**config.mk**
```make
export PLATFORM = sky130hd
export DESIGN_NAME = llsc_monitor
export DESIGN_NICKNAME = d
export VERILOG_FILES = /design/src/rtl/llsc_pkg.sv /design/src/rtl/llsc_line.sv /design/src/rtl/llsc_resp.sv /design/src/rtl/llsc_monitor.sv
export SDC_FILE = /design/constraint.sdc
export NUM_CORES = 1
export LEC_CHECK = 0
export BUFFER_PORTS_ARGS = -buffer_cell sky130_fd_sc_hd__buf_2
export CAP_MARGIN = 20
export CORE_MARGIN = 2
export CORE_UTILIZATION = 40
export CTS_CLUSTER_DIAMETER = 150
export DETAILED_ROUTE_END_ITERATION = 6
export PLACE_DENSITY = 0.64
export SETUP_SLACK_MARGIN = 0.3
export SKIP_LAST_GASP = 1
export SLEW_MARGIN = 10
export SYNTH_ARGS = -nofsm -noshare
export SYNTH_HDL_FRONTEND = slang
export SYNTH_SLANG_ARGS = --single-unit
```
**constraint.sdc**
```tcl
create_clock -name clk -period 4.3 [get_ports clk]
set_clock_uncertainty 0.2 [all_clocks]
set_input_delay 0.645 -clock clk [delete_from_list [all_inputs] [get_ports clk]]
set_output_delay 0.645 -clock clk [all_outputs]
set_load 0.02 [all_outputs]
```
**src/rtl/llsc_pkg.sv**
```systemverilog
package llsc_pkg;

    typedef enum logic [2:0] {
        OP_IDLE  = 3'd0,
        OP_LOAD  = 3'd1,
        OP_LL    = 3'd2,
        OP_STORE = 3'd3,
        OP_SC    = 3'd4
    } op_t;

    typedef enum logic [1:0] {
        RSP_NONE    = 2'd0,
        RSP_PASS    = 2'd1,
        RSP_SC_OK   = 2'd2,
        RSP_SC_FAIL = 2'd3
    } rsp_state_t;

endpackage

```
**src/rtl/llsc_line.sv**
```systemverilog
module llsc_line
    import llsc_pkg::*;
#(
    parameter int SLOTS = 4,
    parameter int CPU_W = 2,
    parameter int THR_W = 2
) (
    input  logic             clk,
    input  logic             rst_n,
    input  logic             req_sel,
    input  logic [2:0]       req_op,
    input  logic [CPU_W-1:0] req_cpu,
    input  logic [THR_W-1:0] req_thr,
    input  logic             inv_hit,
    output logic             match
);
    localparam int PTR_W = (SLOTS > 1) ? $clog2(SLOTS) : 1;

    logic [SLOTS-1:0] slot_vld;
    logic [CPU_W-1:0] slot_cpu [SLOTS];
    logic [THR_W-1:0] slot_thr [SLOTS];
    logic [PTR_W-1:0] wr_ptr;
    logic [SLOTS-1:0] slot_hit;

    for (genvar s = 0; s < SLOTS; s++) begin : g_slot
        assign slot_hit[s] = slot_vld[s] && (slot_cpu[s] == req_cpu)
                                         && (slot_thr[s] == req_thr);
    end

    assign match = |slot_hit;

    always_ff @(posedge clk) begin
        if (!rst_n) begin
            slot_vld <= '0;
            wr_ptr   <= '0;
        end else begin
            if (req_sel) begin
                unique case (op_t'(req_op))
                    OP_LL: begin
                        slot_vld[wr_ptr] <= 1'b1;
                        slot_cpu[wr_ptr] <= req_cpu;
                        slot_thr[wr_ptr] <= req_thr;
                        wr_ptr <= (wr_ptr == PTR_W'(SLOTS - 1)) ? '0 : wr_ptr + 1'b1;
                    end
                    OP_STORE, OP_SC: slot_vld <= '0;
                    default: ;
                endcase
            end
            if (inv_hit) begin
                slot_vld <= '0;
            end
        end
    end
endmodule

```
**src/rtl/llsc_resp.sv**
```systemverilog
module llsc_resp
    import llsc_pkg::*;
(
    input  logic       clk,
    input  logic       rst_n,
    input  logic [2:0] req_op,
    input  logic       line_hit,
    output logic       rsp_valid,
    output logic       rsp_proceed,
    output logic       rsp_sc_ok
);
    rsp_state_t state_q, state_d;

    always_comb begin
        unique case (op_t'(req_op))
            OP_LOAD, OP_LL, OP_STORE: state_d = RSP_PASS;
            OP_SC:   state_d = line_hit ? RSP_SC_OK : RSP_SC_FAIL;
            default: state_d = RSP_NONE;
        endcase
    end

    always_ff @(posedge clk) begin
        if (!rst_n) state_q <= RSP_NONE;
        else        state_q <= state_d;
    end

    always_comb begin
        unique case (state_q)
            RSP_NONE:    begin rsp_valid = 1'b0; rsp_proceed = 1'b0; rsp_sc_ok = 1'b0; end
            RSP_PASS:    begin rsp_valid = 1'b1; rsp_proceed = 1'b1; rsp_sc_ok = 1'b0; end
            RSP_SC_OK:   begin rsp_valid = 1'b1; rsp_proceed = 1'b1; rsp_sc_ok = 1'b1; end
            RSP_SC_FAIL: begin rsp_valid = 1'b1; rsp_proceed = 1'b0; rsp_sc_ok = 1'b0; end
            default:     begin rsp_valid = 1'b0; rsp_proceed = 1'b0; rsp_sc_ok = 1'b0; end
        endcase
    end
endmodule

```
**src/rtl/llsc_monitor.sv**
```systemverilog
module llsc_monitor
    import llsc_pkg::*;
#(
    parameter int NUM_LINES = 8,
    parameter int LINE_W    = $clog2(NUM_LINES),
    parameter int SLOTS     = 4,
    parameter int CPU_W     = 2,
    parameter int THR_W     = 2
) (
    input  logic              clk,
    input  logic              rst_n,
    input  logic [2:0]        req_op,
    input  logic [LINE_W-1:0] req_line,
    input  logic [CPU_W-1:0]  req_cpu,
    input  logic [THR_W-1:0]  req_thr,
    input  logic              inv_en,
    input  logic [LINE_W-1:0] inv_line,
    output logic              rsp_valid,
    output logic              rsp_proceed,
    output logic              rsp_sc_ok
);
    logic [NUM_LINES-1:0] line_match;
    logic                 line_hit;

    for (genvar g = 0; g < NUM_LINES; g++) begin : g_line
        llsc_line #(
            .SLOTS (SLOTS),
            .CPU_W (CPU_W),
            .THR_W (THR_W)
        ) i_line (
            .clk     (clk),
            .rst_n   (rst_n),
            .req_sel (req_line == LINE_W'(g)),
            .req_op  (req_op),
            .req_cpu (req_cpu),
            .req_thr (req_thr),
            .inv_hit (inv_en && (inv_line == LINE_W'(g))),
            .match   (line_match[g])
        );
    end

    assign line_hit = line_match[req_line];

    llsc_resp i_resp (
        .clk         (clk),
        .rst_n       (rst_n),
        .req_op      (req_op),
        .line_hit    (line_hit),
        .rsp_valid   (rsp_valid),
        .rsp_proceed (rsp_proceed),
        .rsp_sc_ok   (rsp_sc_ok)
    );
endmodule

```
==> out/summary.log <==
[cts] clock latency on the worst-skew pair 0.42 ns
[sta] Slew headroom 0.324
[layout] area growth from synthesis to layout 10.9%
[synthesis] synthesized instance count 652
[die] I/O pin count 19
[power_and_ir_drop] Leakage Power 3.19 nW
[synthesis] number of synthesized flops with an enable pin 128
[run] number of max-cap violations 0
[setup_path] CP startpoint kind input pin
[cts] clock tree sinks 178
[power_and_ir_drop] share of total power in sequential cells 0.524
[sta] maximum achievable frequency 397 MHz
[status] outcome finished clean
[synthesis] Avg Cell Area, Syn 12.6 sq um
[routing] detailed-routing iteration count for the pre-antenna-repair pass 4
[synthesis] Mapped Area 0.00820 sq mm
[global_routing] wire length of the first global-routing pass 25.2 mm
[sta] final clock period utilization by the worst path 0.585
[power_and_ir_drop] net switching share of the total power 0.211
[setup_path] critical-path maximum fanout 31
[sta] actual slew at the worst max-slew pin 1.01 ns
[synthesis] share of flip-flops with an asynchronous set or reset after synthesis 0
[synthesis] leading post-synthesis cells by instance count 128 x sky130_fd_sc_hd__edfxtp_1, 96 x sky130_fd_sc_hd__xor2_1, 50 x sky130_fd_sc_hd__dfxtp_1
[hold_path] class of the tightest hold or removal check reg -> reg
[synthesis] Net Count, Synth 702
[sta] post-route setup TNS 0 ns
[routing] via count 4,869
[place] placer congestion estimate 0.771
[die] width of the die 147 microns
[synthesis] dominant synthesized flop cell sky130_fd_sc_hd__edfxtp_1
[power_and_ir_drop] net switching power 0.743 mW
[cts] TritonCTS clock tree built
[cts] Clock H-tree levels 4
[hold_path] count of cells along the worst hold path 2
[synthesis] post-synthesis cell type with the largest combined area sky130_fd_sc_hd__edfxtp_1
[die] starting utilization of the core area 0.406
[synthesis] Synth Register Bits 178
[cts] clock buffers created by TritonCTS 17
[synthesis] Yosys Warn Count 0
[sta] final hold vios 0
[sta] total setup violations reported at the end of the flow 0
[die] Placeable Area 0.0202 sq mm
[setup_path] endpoint required time on the critical path 4.41 ns
[sta] min Tclk post-route 2.52 ns
[power_and_ir_drop] portion of total power attributed to the clock network 0.421
[global_routing] number of global-route vias before repair 4,948
[layout] number of diodes 0
[cts] Post-CTS Hold Buffers 0
[routing] wirelength, routed 15.3 mm
[setup_path] arrival time of the worst setup path 2.63 ns
[die] die footprint 0.0216 sq mm
[layout] share of post-route cells with drive strength above 1 0.0980
[layout] Post-layout nets 721
[setup_path] Crit. End Element flip-flop
[power_and_ir_drop] cell-internal power 2.77 mW
[routing] number of DRC markers after the initial detailed-route iteration 248
[routing] via-per-instance ratio 5.10
[power_and_ir_drop] Final Total Pwr 3.52 mW
[setup_path] classification of the worst setup path in -> reg
[cts] clk buf depth 2
[place] Post-Place Setup Slack 1.30 ns
[synthesis] number of distinct library cells after synthesis 40
[synthesis] most instantiated library cell after synthesis sky130_fd_sc_hd__edfxtp_1
[die] standard-cell row count 52
[setup_path] cells on worst reg2reg path 6
[global_routing] antenna violations before repair 0
[cts] master cell of the clock root buffer sky130_fd_sc_hd__clkbuf_16
[cts] post-cts gate resize count 0
[sta] total count of max-transition violations in the final report 0
[cts] clock-pin slew reported for the worst setup and hold paths after clock tree synthesis 0.06 ns
[global_routing] overall overflow remaining after global route 0
[cts] Post CTS Setup Buffer Count 0
[power_and_ir_drop] cell area power density 387 mW/mm^2
[die] Die Ht 147 microns
[synthesis] cell types with the largest area share after synthesis sky130_fd_sc_hd__edfxtp_1 47%, sky130_fd_sc_hd__dfxtp_1 12%, sky130_fd_sc_hd__xor2_1 10%
[synthesis] sequential area share after synthesis 0.591
[routing] DRC errors left 0
[power_and_ir_drop] Max rail drop VDD 0.284 mV
[power_and_ir_drop] combinational share of power 0.055
[layout] fraction of the core area covered by cells at the end of the flow 0.451
[synthesis] proportion of netlist area held by the largest area contributor 0.469
[sta] final setup slack of the worst path 1.78 ns
[routing] post-route ant nets 0
[routing] WL per Instance 16.1 microns
[sta] RSZ-0062 raised after global routing no
[global_routing] pin count of the biggest net entering global routing 59
[place] DP Wirelength 10.1 mm
[place] count of buffers from port buffering 18
[global_routing] All-Layer GR Usage 0.148
-- cell type report --
type / instances / area, sq um
clock inverters: 10 / 113
multi-input cells: 427 / 3060
clock buffers: 22 / 454
inverters: 21 / 78.8
well taps: 270 / 338
flip-flops and latches: 178 / 4840
repair buffers: 26 / 200
fillers: 1882 / 11100
-- worst paths after layout --
kind | startpoint | end | slack [ns]
worst max-delay path | req_thr[0] | i_resp.state_q[0]$_SDFF_PN0_ | 1.78
worst max register to register | g_line[7].i_line.slot_thr[2][1]$_DFFE_PP_ | i_resp.state_q[0]$_SDFF_PN0_ | 2.27
worst min register to register | g_line[7].i_line.slot_vld[2]$_SDFFE_PP0P_ | g_line[7].i_line.slot_vld[2]$_SDFFE_PP0P_ | 0.27
worst min-delay path | g_line[7].i_line.slot_vld[2]$_SDFFE_PP0P_ | g_line[7].i_line.slot_vld[2]$_SDFFE_PP0P_ | 0.27
-- routing by layer --
layer  wire length (microns)  vias to the layer above  GRT usage
li1                        -                     2347          -
met1                    7080                     2395      0.189
met2                    7390                      103      0.247
met3                     577                       24     0.0314
met4                     279                        0     0.0587
met5                       0                        -          0
-- state kept, by name, indices dropped and copies added (netlist names) --
register / cells
g_line.i_line.slot_cpu: 64
g_line.i_line.slot_thr: 64
g_line.i_line.slot_vld: 32
g_line.i_line.wr_ptr: 16
i_resp.state_q: 2
-- through the flow --
stage	hold WS, ns	area [sq um]	instances
2_1_floorplan	0.236	8200	652
3_3_place_gp	0.252	8520	922
3_5_place_dp	0.262	8520	922
4_1_cts	0.267	9090	954
5_1_grt	0.276	9090	954
6_report	0.271	9090	954
-- kinds of logic after synthesis --
group	after synthesis	share of synthesized area
flip-flops	178	0.591
AND/OR/NAND/NOR	181	0.114
AO/OA/AOI/OAI	72	0.0559
adder cells (fa/ha/maj)	34	0.0519
multiplexers	12	0.0147
buffers and inverters	47	0.0356
XOR/XNOR	128	0.137
-- layout by cell type (no fill, tap or decap), types with 4 or more instances in the layout --
cell type                   synthesis  routed
sky130_fd_sc_hd__inv_1             21      21
sky130_fd_sc_hd__ha_1              34      34
sky130_fd_sc_hd__and3_1            33      33
sky130_fd_sc_hd__a31oi_1           20      20
sky130_fd_sc_hd__buf_12             0       4
sky130_fd_sc_hd__nand2_1           20      20
sky130_fd_sc_hd__edfxtp_1         128     128
sky130_fd_sc_hd__clkbuf_16          0      17
sky130_fd_sc_hd__clkbuf_1           8       4
sky130_fd_sc_hd__nor3_1            26      26
sky130_fd_sc_hd__o221ai_1           6       6
sky130_fd_sc_hd__mux2i_1           12      12
sky130_fd_sc_hd__a21boi_0           4       4
sky130_fd_sc_hd__buf_4              3       4
sky130_fd_sc_hd__nor2_1            45      45
sky130_fd_sc_hd__nand3_1           15      15
sky130_fd_sc_hd__buf_2              2      18
sky130_fd_sc_hd__nor4_1             9       9
sky130_fd_sc_hd__nand2b_1           7       7
sky130_fd_sc_hd__nor2_2             4       4
sky130_fd_sc_hd__a21oi_1           25      25
sky130_fd_sc_hd__xor2_1            96      96
sky130_fd_sc_hd__clkinv_2           0       4
sky130_fd_sc_hd__nor2b_1           13      13
sky130_fd_sc_hd__o21ai_0            6       6
sky130_fd_sc_hd__xnor2_1           32      32
sky130_fd_sc_hd__dfxtp_1           50      50
-- worst max-delay path, stage by stage --
cell                      delay [ns]
sky130_fd_sc_hd__buf_2          0.60
sky130_fd_sc_hd__buf_12         0.28
sky130_fd_sc_hd__xor2_1         0.09
sky130_fd_sc_hd__nor3_1         0.15
sky130_fd_sc_hd__nand3_1        0.10
sky130_fd_sc_hd__a31oi_1        0.28
sky130_fd_sc_hd__nor4_1         0.11
sky130_fd_sc_hd__o311a_1        0.35
-- power by group through the flow --
stage                     registers [mW]  logic (mW)  clock network (mW)
final                               1.84       0.194                1.48
after global routing                1.84       0.213                1.58
after CTS                           1.84       0.196                1.50
after detailed placement            1.88       0.195                   0
after global placement              1.88       0.191                   0
after floorplan                     1.88       0.134                   0
Power figures use the tool's default switching activity.
